### config.mk
export PLATFORM = sky130hd
export DESIGN_NAME = imm_expand
export DESIGN_NICKNAME = d
export VERILOG_FILES = /design/src/rtl/imm_pkg.sv /design/src/rtl/imm_wide_expand.sv /design/src/rtl/imm_compact_expand.sv /design/src/rtl/imm_out_stage.sv /design/src/rtl/imm_expand.sv
export SDC_FILE = /design/constraint.sdc
export NUM_CORES = 1
export LEC_CHECK = 0
export CORE_UTILIZATION = 35
export DETAILED_ROUTE_END_ITERATION = 6
export SETUP_SLACK_MARGIN = 0.3
export SYNTH_ARGS = -nofsm -noshare
export SYNTH_HDL_FRONTEND = slang
export SYNTH_HIERARCHICAL = 1
export SYNTH_SLANG_ARGS = --single-unit
### constraint.sdc
create_clock -name clk -period 2.3 [get_ports clk]
set_clock_uncertainty 0.15 [all_clocks]
set_input_delay 0.46 -clock clk [delete_from_list [all_inputs] [get_ports clk]]
set_output_delay 0.46 -clock clk [all_outputs]
set_load 0.05 [all_outputs]
### src/rtl/imm_pkg.sv
package imm_pkg;

    localparam int unsigned WORD_W  = 32;
    localparam int unsigned FIELD_W = 12;
    localparam int unsigned BYTE_W  = 8;
    localparam int unsigned ROT_W   = $clog2(WORD_W);
    localparam int unsigned SEL_W   = 2;

    typedef enum logic {
        ENC_WIDE    = 1'b0,
        ENC_COMPACT = 1'b1
    } enc_mode_e;

    typedef enum logic [SEL_W-1:0] {
        REP_LOW   = 2'b00,
        REP_HALF  = 2'b01,
        REP_SHIFT = 2'b10,
        REP_ALL   = 2'b11
    } rep_sel_e;

    typedef struct packed {
        logic [WORD_W-1:0] value;
        logic              carry;
        logic              unpred;
    } imm_result_t;

    function automatic logic [WORD_W-1:0] rotr(input logic [WORD_W-1:0] v,
                                               input logic [ROT_W-1:0]  amt);
        logic [2*WORD_W-1:0] dbl;
        dbl = {v, v} >> amt;
        return dbl[WORD_W-1:0];
    endfunction

    function automatic logic [WORD_W-1:0] replicate(input logic [BYTE_W-1:0] b,
                                                    input rep_sel_e          sel);
        logic [WORD_W-1:0] r;
        case (sel)
            REP_LOW:   r = {{(WORD_W-BYTE_W){1'b0}}, b};
            REP_HALF:  r = {8'h00, b, 8'h00, b};
            REP_SHIFT: r = {b, 8'h00, b, 8'h00};
            default:   r = {b, b, b, b};
        endcase
        return r;
    endfunction

endpackage

### src/rtl/imm_wide_expand.sv
module imm_wide_expand
    import imm_pkg::*;
(
    input  logic [FIELD_W-1:0] field,
    input  logic               carry_in,
    output imm_result_t        res
);
    localparam int unsigned AMT_W = FIELD_W - BYTE_W;

    logic [BYTE_W-1:0] base;
    logic [AMT_W-1:0]  half_amt;
    logic [ROT_W-1:0]  amt;
    logic [WORD_W-1:0] rotated;

    assign base     = field[BYTE_W-1:0];
    assign half_amt = field[FIELD_W-1:BYTE_W];
    assign amt      = {half_amt, 1'b0};
    assign rotated  = rotr({{(WORD_W-BYTE_W){1'b0}}, base}, amt);

    always_comb begin
        res.value  = rotated;
        res.unpred = 1'b0;
        if (half_amt == '0) res.carry = carry_in;
        else                res.carry = rotated[WORD_W-1];
    end
endmodule

### src/rtl/imm_compact_expand.sv
module imm_compact_expand
    import imm_pkg::*;
(
    input  logic              top_bit,
    input  logic [2:0]        mid_bits,
    input  logic [BYTE_W-1:0] low_bits,
    input  logic              carry_in,
    output imm_result_t       res
);
    logic [FIELD_W-1:0] field;
    logic               use_rep;
    rep_sel_e           sel;
    logic [WORD_W-1:0]  rep_val;
    logic [WORD_W-1:0]  rot_val;
    logic [BYTE_W-1:0]  seed;
    logic [ROT_W-1:0]   amt;

    assign field   = {top_bit, mid_bits, low_bits};
    assign use_rep = (field[FIELD_W-1:FIELD_W-2] == 2'b00);
    assign sel     = rep_sel_e'(field[BYTE_W+1:BYTE_W]);
    assign rep_val = replicate(field[BYTE_W-1:0], sel);
    assign seed    = {1'b1, field[BYTE_W-2:0]};
    assign amt     = field[FIELD_W-1:BYTE_W-1];
    assign rot_val = rotr({{(WORD_W-BYTE_W){1'b0}}, seed}, amt);

    always_comb begin
        if (use_rep) begin
            res.value  = rep_val;
            res.carry  = carry_in;
            res.unpred = (sel != REP_LOW) && (field[BYTE_W-1:0] == '0);
        end else begin
            res.value  = rot_val;
            res.carry  = rot_val[WORD_W-1];
            res.unpred = 1'b0;
        end
    end
endmodule

### src/rtl/imm_out_stage.sv
module imm_out_stage
    import imm_pkg::*;
(
    input  logic        clk,
    input  logic        rst,
    input  logic        valid_in,
    input  imm_result_t res_in,
    output logic        valid_out,
    output imm_result_t res_out
);
    always_ff @(posedge clk) begin
        if (rst) begin
            valid_out <= 1'b0;
            res_out   <= '0;
        end else begin
            valid_out <= valid_in;
            if (valid_in) res_out <= res_in;
        end
    end

    p_valid_follow_r2: assert property (@(posedge clk) disable iff (rst)
        !$past(rst) |-> (valid_out == $past(valid_in)));

    p_hold_r2: assert property (@(posedge clk) disable iff (rst)
        (!$past(rst) && !$past(valid_in)) |-> $stable(res_out));
endmodule

### src/rtl/imm_expand.sv
module imm_expand
    import imm_pkg::*;
(
    input  logic              clk,
    input  logic              rst,
    input  logic              valid_in,
    input  logic              mode_compact,
    input  logic [WORD_W-1:0] insn,
    input  logic              carry_in,
    output logic              valid_out,
    output logic [WORD_W-1:0] imm_out,
    output logic              carry_out,
    output logic              unpred_out
);
    enc_mode_e   mode;
    imm_result_t wide_res;
    imm_result_t cmp_res;
    imm_result_t sel_res;
    imm_result_t reg_res;
    logic        unused_insn_bits;

    assign mode             = enc_mode_e'(mode_compact);
    assign unused_insn_bits = ^{insn[31:27], insn[25:15]};

    imm_wide_expand u_wide (
        .field    (insn[FIELD_W-1:0]),
        .carry_in (carry_in),
        .res      (wide_res)
    );

    imm_compact_expand u_cmp (
        .top_bit  (insn[26]),
        .mid_bits (insn[14:12]),
        .low_bits (insn[BYTE_W-1:0]),
        .carry_in (carry_in),
        .res      (cmp_res)
    );

    assign sel_res = (mode == ENC_COMPACT) ? cmp_res : wide_res;

    imm_out_stage u_out (
        .clk       (clk),
        .rst       (rst),
        .valid_in  (valid_in),
        .res_in    (sel_res),
        .valid_out (valid_out),
        .res_out   (reg_res)
    );

    assign imm_out    = reg_res.value;
    assign carry_out  = reg_res.carry;
    assign unpred_out = reg_res.unpred;

    p_wide_carry_pass_r4: assert property (@(posedge clk) disable iff (rst)
        (!$past(rst) && $past(valid_in) && !$past(mode_compact) && ($past(insn[11:8]) == 4'd0))
        |-> (carry_out == $past(carry_in)));

    p_wide_zero_byte_r3: assert property (@(posedge clk) disable iff (rst)
        (!$past(rst) && $past(valid_in) && !$past(mode_compact) && ($past(insn[7:0]) == 8'd0))
        |-> (imm_out == '0));

    p_rot_nonzero_r7: assert property (@(posedge clk) disable iff (rst)
        (!$past(rst) && $past(valid_in) && $past(mode_compact) && ($past({insn[26], insn[14]}) != 2'b00))
        |-> ($countones(imm_out) >= 1));

    p_unpred_zero_r8: assert property (@(posedge clk) disable iff (rst)
        unpred_out |-> (imm_out == '0));

    p_unpred_wide_r8: assert property (@(posedge clk) disable iff (rst)
        (!$past(rst) && $past(valid_in) && !$past(mode_compact)) |-> !unpred_out);
endmodule

* After elaboration in Yosys (flattened, before gate mapping) *
Index checks and enable logic that the tools add are counted.

cells by class
  add/sub/neg operators = 0
  $mul = 0
  divide/modulo/power cells = 0
  $lt $le $gt $ge = 0
  equality and inequality tests = 2
  shift-type cells = 2
  multiplexer cells = 4
  bitwise gates (word level) = 0
  reductions and logical operators = 6

operator list
  kind                                                 number
  one-hot mux 32 bit (3 select lines)                  1
  >> shifter 40 x 5 -> 32 bit                          2
  2-to-1 mux 34 bit                                    2
  zero test 8 bit                                      1
  zero test 2 bit                                      2
  zero test 4 bit                                      1
  equality test 2 x 1 -> 1 bit, second input constant  1
  equality test 2 bit, second input constant           1
  nonzero test 2 bit                                   1
  logical AND 1 bit                                    1
  2-to-1 mux 1 bit                                     1

storage, ports and cells
  bits in registers = 35
  latch bits = 0
  bits in writable memories = 0
  ROM bits = 0
  bits of input ports = 37
  output and inout bits = 35
  word-level logic and storage cells = 18
  memories = 0

* Logic depth before layout (Yosys ltp) *
  word-level depth = 4
  depth in mapped cells = 10

* Hierarchy *
The synthesis kept the hierarchy.

modules (own cells, without submodules)
  module              times used  cells an instance  area an instance (µm²)
  imm_out_stage       1           112                1263.7
  imm_compact_expand  1           170                1018.5
  imm_wide_expand     1           103                694.4
  imm_expand          1           38                 566.8

* Least setup slack after synthesis *
No wires, ideal clock.

  path kind = input-to-reg
  from = in insn[4]
  to = reg u_out/res_out[11] (netlist name)
  arrival = 2134 ps
  data required time = 2033 ps
  slack = -101 ps
  stages = 8
  cells stage by stage = buf_2 -> mux4_2 -> and3_1 -> a31o_1 -> a221o_1 -> mux2_4 -> mux2i_1 -> nor2_1

RTL lines
  element                 line                 text
  start: declaration      imm_expand.sv:8      input logic [WORD_W-1:0] insn,
  end signal: assignment  imm_out_stage.sv:17  if (valid_in) res_out <= res_in;
  end: declaration        imm_out_stage.sv:9   output imm_result_t res_out

==> summary.md <==
| Metric | Value |
|---|---|
| Outcome | `finished clean` |
| Top layer reached by signal wires | `met4` |
| Seq/Total Area, Yosys | `19.8%` |
| FF-to-FF Start | `u_out/res_out[27]$_SDFFE_PP0P_` |
| Fillers | `967` |
| Synth warn | `6` |
| Met2 wire length | `5490 µm` |
| Synthesis-to-finish area growth | `41.4%` |
| Unrepaired setup endpoints after global routing | `yes` |
| Core Region | `between 9000 and 10000 µm²` |
| Max Root-Sink Buffers | `2` |
| Final min period | `2.13 ns` |
| Core Util, Final | `51.3%` |
| 1st-iter DRT viols | `387` |
| Crit path capture type | `flop` |
| R2R Setup Slk | `1.49 ns` |
| Detailed-route vias per instance | `between 5 and 6` |
| DRC violations left | `0` |
| Clk_lat worst skew | `0.30 ns` |
| PnR worst setup slack | `0.173 ns` |
| Reg-to-Reg End | `u_out/res_out[27]$_SDFFE_PP0P_` |
| WL per Instance | `approximately 18 µm` |
| Hold Worst Slack | `0.338 ns` |
| Worst slew margin | `65.4%` |
| Final Hold Fails | `0` |
| Largest net degree at the start of global routing | `36` |
| Setup crit start | `insn[7]` |
| Worst EP required | `between 2 and 2.5 ns` |
| I/O pin count | `72` |
| Post-synth EDFFs | `0` |
| FMAX | `470 MHz` |
| Post-synth top area cell | `dfxtp_1` |
| Hold WC Path Type | `reg -> reg` |
| Crit path DAT | `2.15 ns` |
| Setup violations, final | `0` |
| Port bufs | `55` |
| Synth Flop Type | `dfxtp_1` |
| Multi-input gate area | `2690 µm²` |
| Vias in the first global route | `between 3000 and 4000` |
| FF+latch area | `701 µm²` |
| Pre-CTS setup slack | `-0.626 ns` |
| Max FO, Critical Path | `2` |
| Die Height | `103 µm` |
| R2R depth | `2` |
| Antenna violations before repair | `0` |
| TritonRoute pass-1 iters | `5` |
| GR Overflow Total | `0` |
| Cell variety after synth | `53` |
| Synth async-reset ratio | `0%` |
| Post-synth top cells | `nor2_1, mux2i_1, dfxtp_1` |
| Synthesized Nets | `460` |
| Clk slew on worst S/H paths | `0.07 ns` |
| Worst-margin pin slew | `0.521 ns` |
| Worst VDD drop | `278 µV` |
| Pins Over Slew Limit | `0` |
| Global-route wire length before repair | `about 19000 µm` |
| GRT Util Overall | `23.6%` |
| Syn_area_per_cell | `about 8.4 µm²` |
| Hold Crit Start | `u_out/res_out[8]$_SDFFE_PP0P_` |
| TritonCTS Buffers | `5` |
| Post-DRT Antenna Nets | `0` |
| CTS Root Cell | `clkbuf_8` |
| Crit Path Class | `in -> reg` |
| Top-area cell type share of the netlist area | `19.8%` |
| Total Wirelength | `approximately 12000 µm` |
| DP Wirelength | `between 8000 and 9000 µm` |
| Setup TNS Final | `0 ns` |
| Mapped Cells | `423` |
| Initial Util | `36.3%` |
| #FFs+latches synth | `35` |
| Metal-1 WL | `5650 µm` |
| Total power per unit cell area | `398 nW/µm²` |
| Clk sink count | `35` |
| Routability cong. | `0.931` |
| NumNets Final | `around 580` |
| Tot Pwr | `1.99 mW` |
| Synth area leaders | `dfxtp_1, mux2i_1, mux2_4` |
| Max_cap viols | `0` |
| Met3 wire length | `736 µm` |
| Die area | `10500 µm²` |
| Lkg Pwr | `2.32 nW` |
| Antenna fix cells | `0` |
| Width of the die | `about 100 µm` |
| Share of post-route cells with drive strength above 1 | `36.0%` |
| Cell area after synthesis | `3540 µm²` |
| CTS H-Tree Depth | `2` |
| Most frequent cell after synthesis | `nor2_1` |
| Setup crit end | `u_out/res_out[11]$_SDFFE_PP0P_` |
| Final period utilization | `92.5%` |
| Via count | `3717` |
| CTS tree | `yes` |
| Rows | `36` |
| Critical path startpoint category | `input pin` |
-- layer usage --
layer | track usage (%) | vias up
met5 | 0 | -
met2 | 37.7 | 135
met1 | 32.5 | 1803
met4 | 6.59 | 0
met3 | 4.00 | 22
li1 | - | 1757
-- cells in the final DEF, fill, tap and decap left out, drive strengths merged, types with 8 or more instances in the layout --
cell,count
a21oi,17
buf,105
clkbuf,8
dfxtp,35
dlygate4sd2,38
mux2,41
mux2i,54
nand2,33
nand2b,9
nand3b,10
nor2,57
nor2b,10
o21ai,20
o22ai,18
-- report_power, final --
part	internal [mW]	leakage (nW)	switching, mW
Clock	0.212	0.0412	0.248
Sequential	0.630	0.284	0.0115
Combinational	0.415	1.99	0.477
-- state kept, by name (all words and copies together) (netlist names) --
name,flops
u_out/res_out,34
u_out/valid_out,1
-- worst max-delay path: stages --
cell and delay (ns):
buf_8 0.08, mux4_2 0.50, and3_4 0.19, a31o_1 0.20, a221o_1 0.29, mux2_4 0.25
mux2i_1 0.14, nor2_1 0.05
-- how the worst min path moves through the flow --
stage                                    end  slack (ns)  depth (start not counted)
2_1_floorplan     u_out/valid_out$_SDFF_PP0_        0.54                          2
3_3_place_gp   u_out/res_out[9]$_SDFFE_PP0P_        0.32                          2
3_5_place_dp   u_out/res_out[8]$_SDFFE_PP0P_        0.33                          2
4_1_cts        u_out/res_out[8]$_SDFFE_PP0P_        0.34                          2
5_1_grt        u_out/res_out[9]$_SDFFE_PP0P_        0.36                          2
6_report       u_out/res_out[8]$_SDFFE_PP0P_        0.34                          2
-- through the flow --
| stage | cells | instance area, µm² |
|---|---|---|
| finish | 674 | 5010 |
| global route | 674 | 5010 |
| CTS | 666 | 4810 |
| detailed placement | 647 | 4580 |
| global placement | 647 | 4580 |
| floorplan | 423 | 3570 |
-- what timing repair did --
action,in CTS,in global routing
pin swaps,5,13
buffers inserted,7,8
hold endpoints to repair,0,0
cloned,4,0
endpoints found under the setup margin,69,34
hold buffers,0,0
resized for setup,107,39
-- area by class of cell --
class | instances | share of cell area [%]
Clock inverter | 2 | 0.250
Multi-Input combinational cell | 338 | 53.7
Timing Repair inverter | 1 | 0.150
Sequential cell | 35 | 14.0
Clock buffer | 6 | 1.45
Tap cell | 133 | 3.32
Inverter | 6 | 0.500
Timing Repair Buffer | 153 | 26.6
-- cell families (layout without fill, tap and decap cells) --
family                 after synthesis  after routing  synth area share, %
AOI/OAI and AO/OA                   89             89                 16.6
buffers and inverters               50            168                 9.71
DFF                                 35             35                 19.8
muxes                               97             97                 32.8
other                                1              1                0.106
and+or+nand+nor                    151            151                 21.0
(Power assumes the default switching activity.)
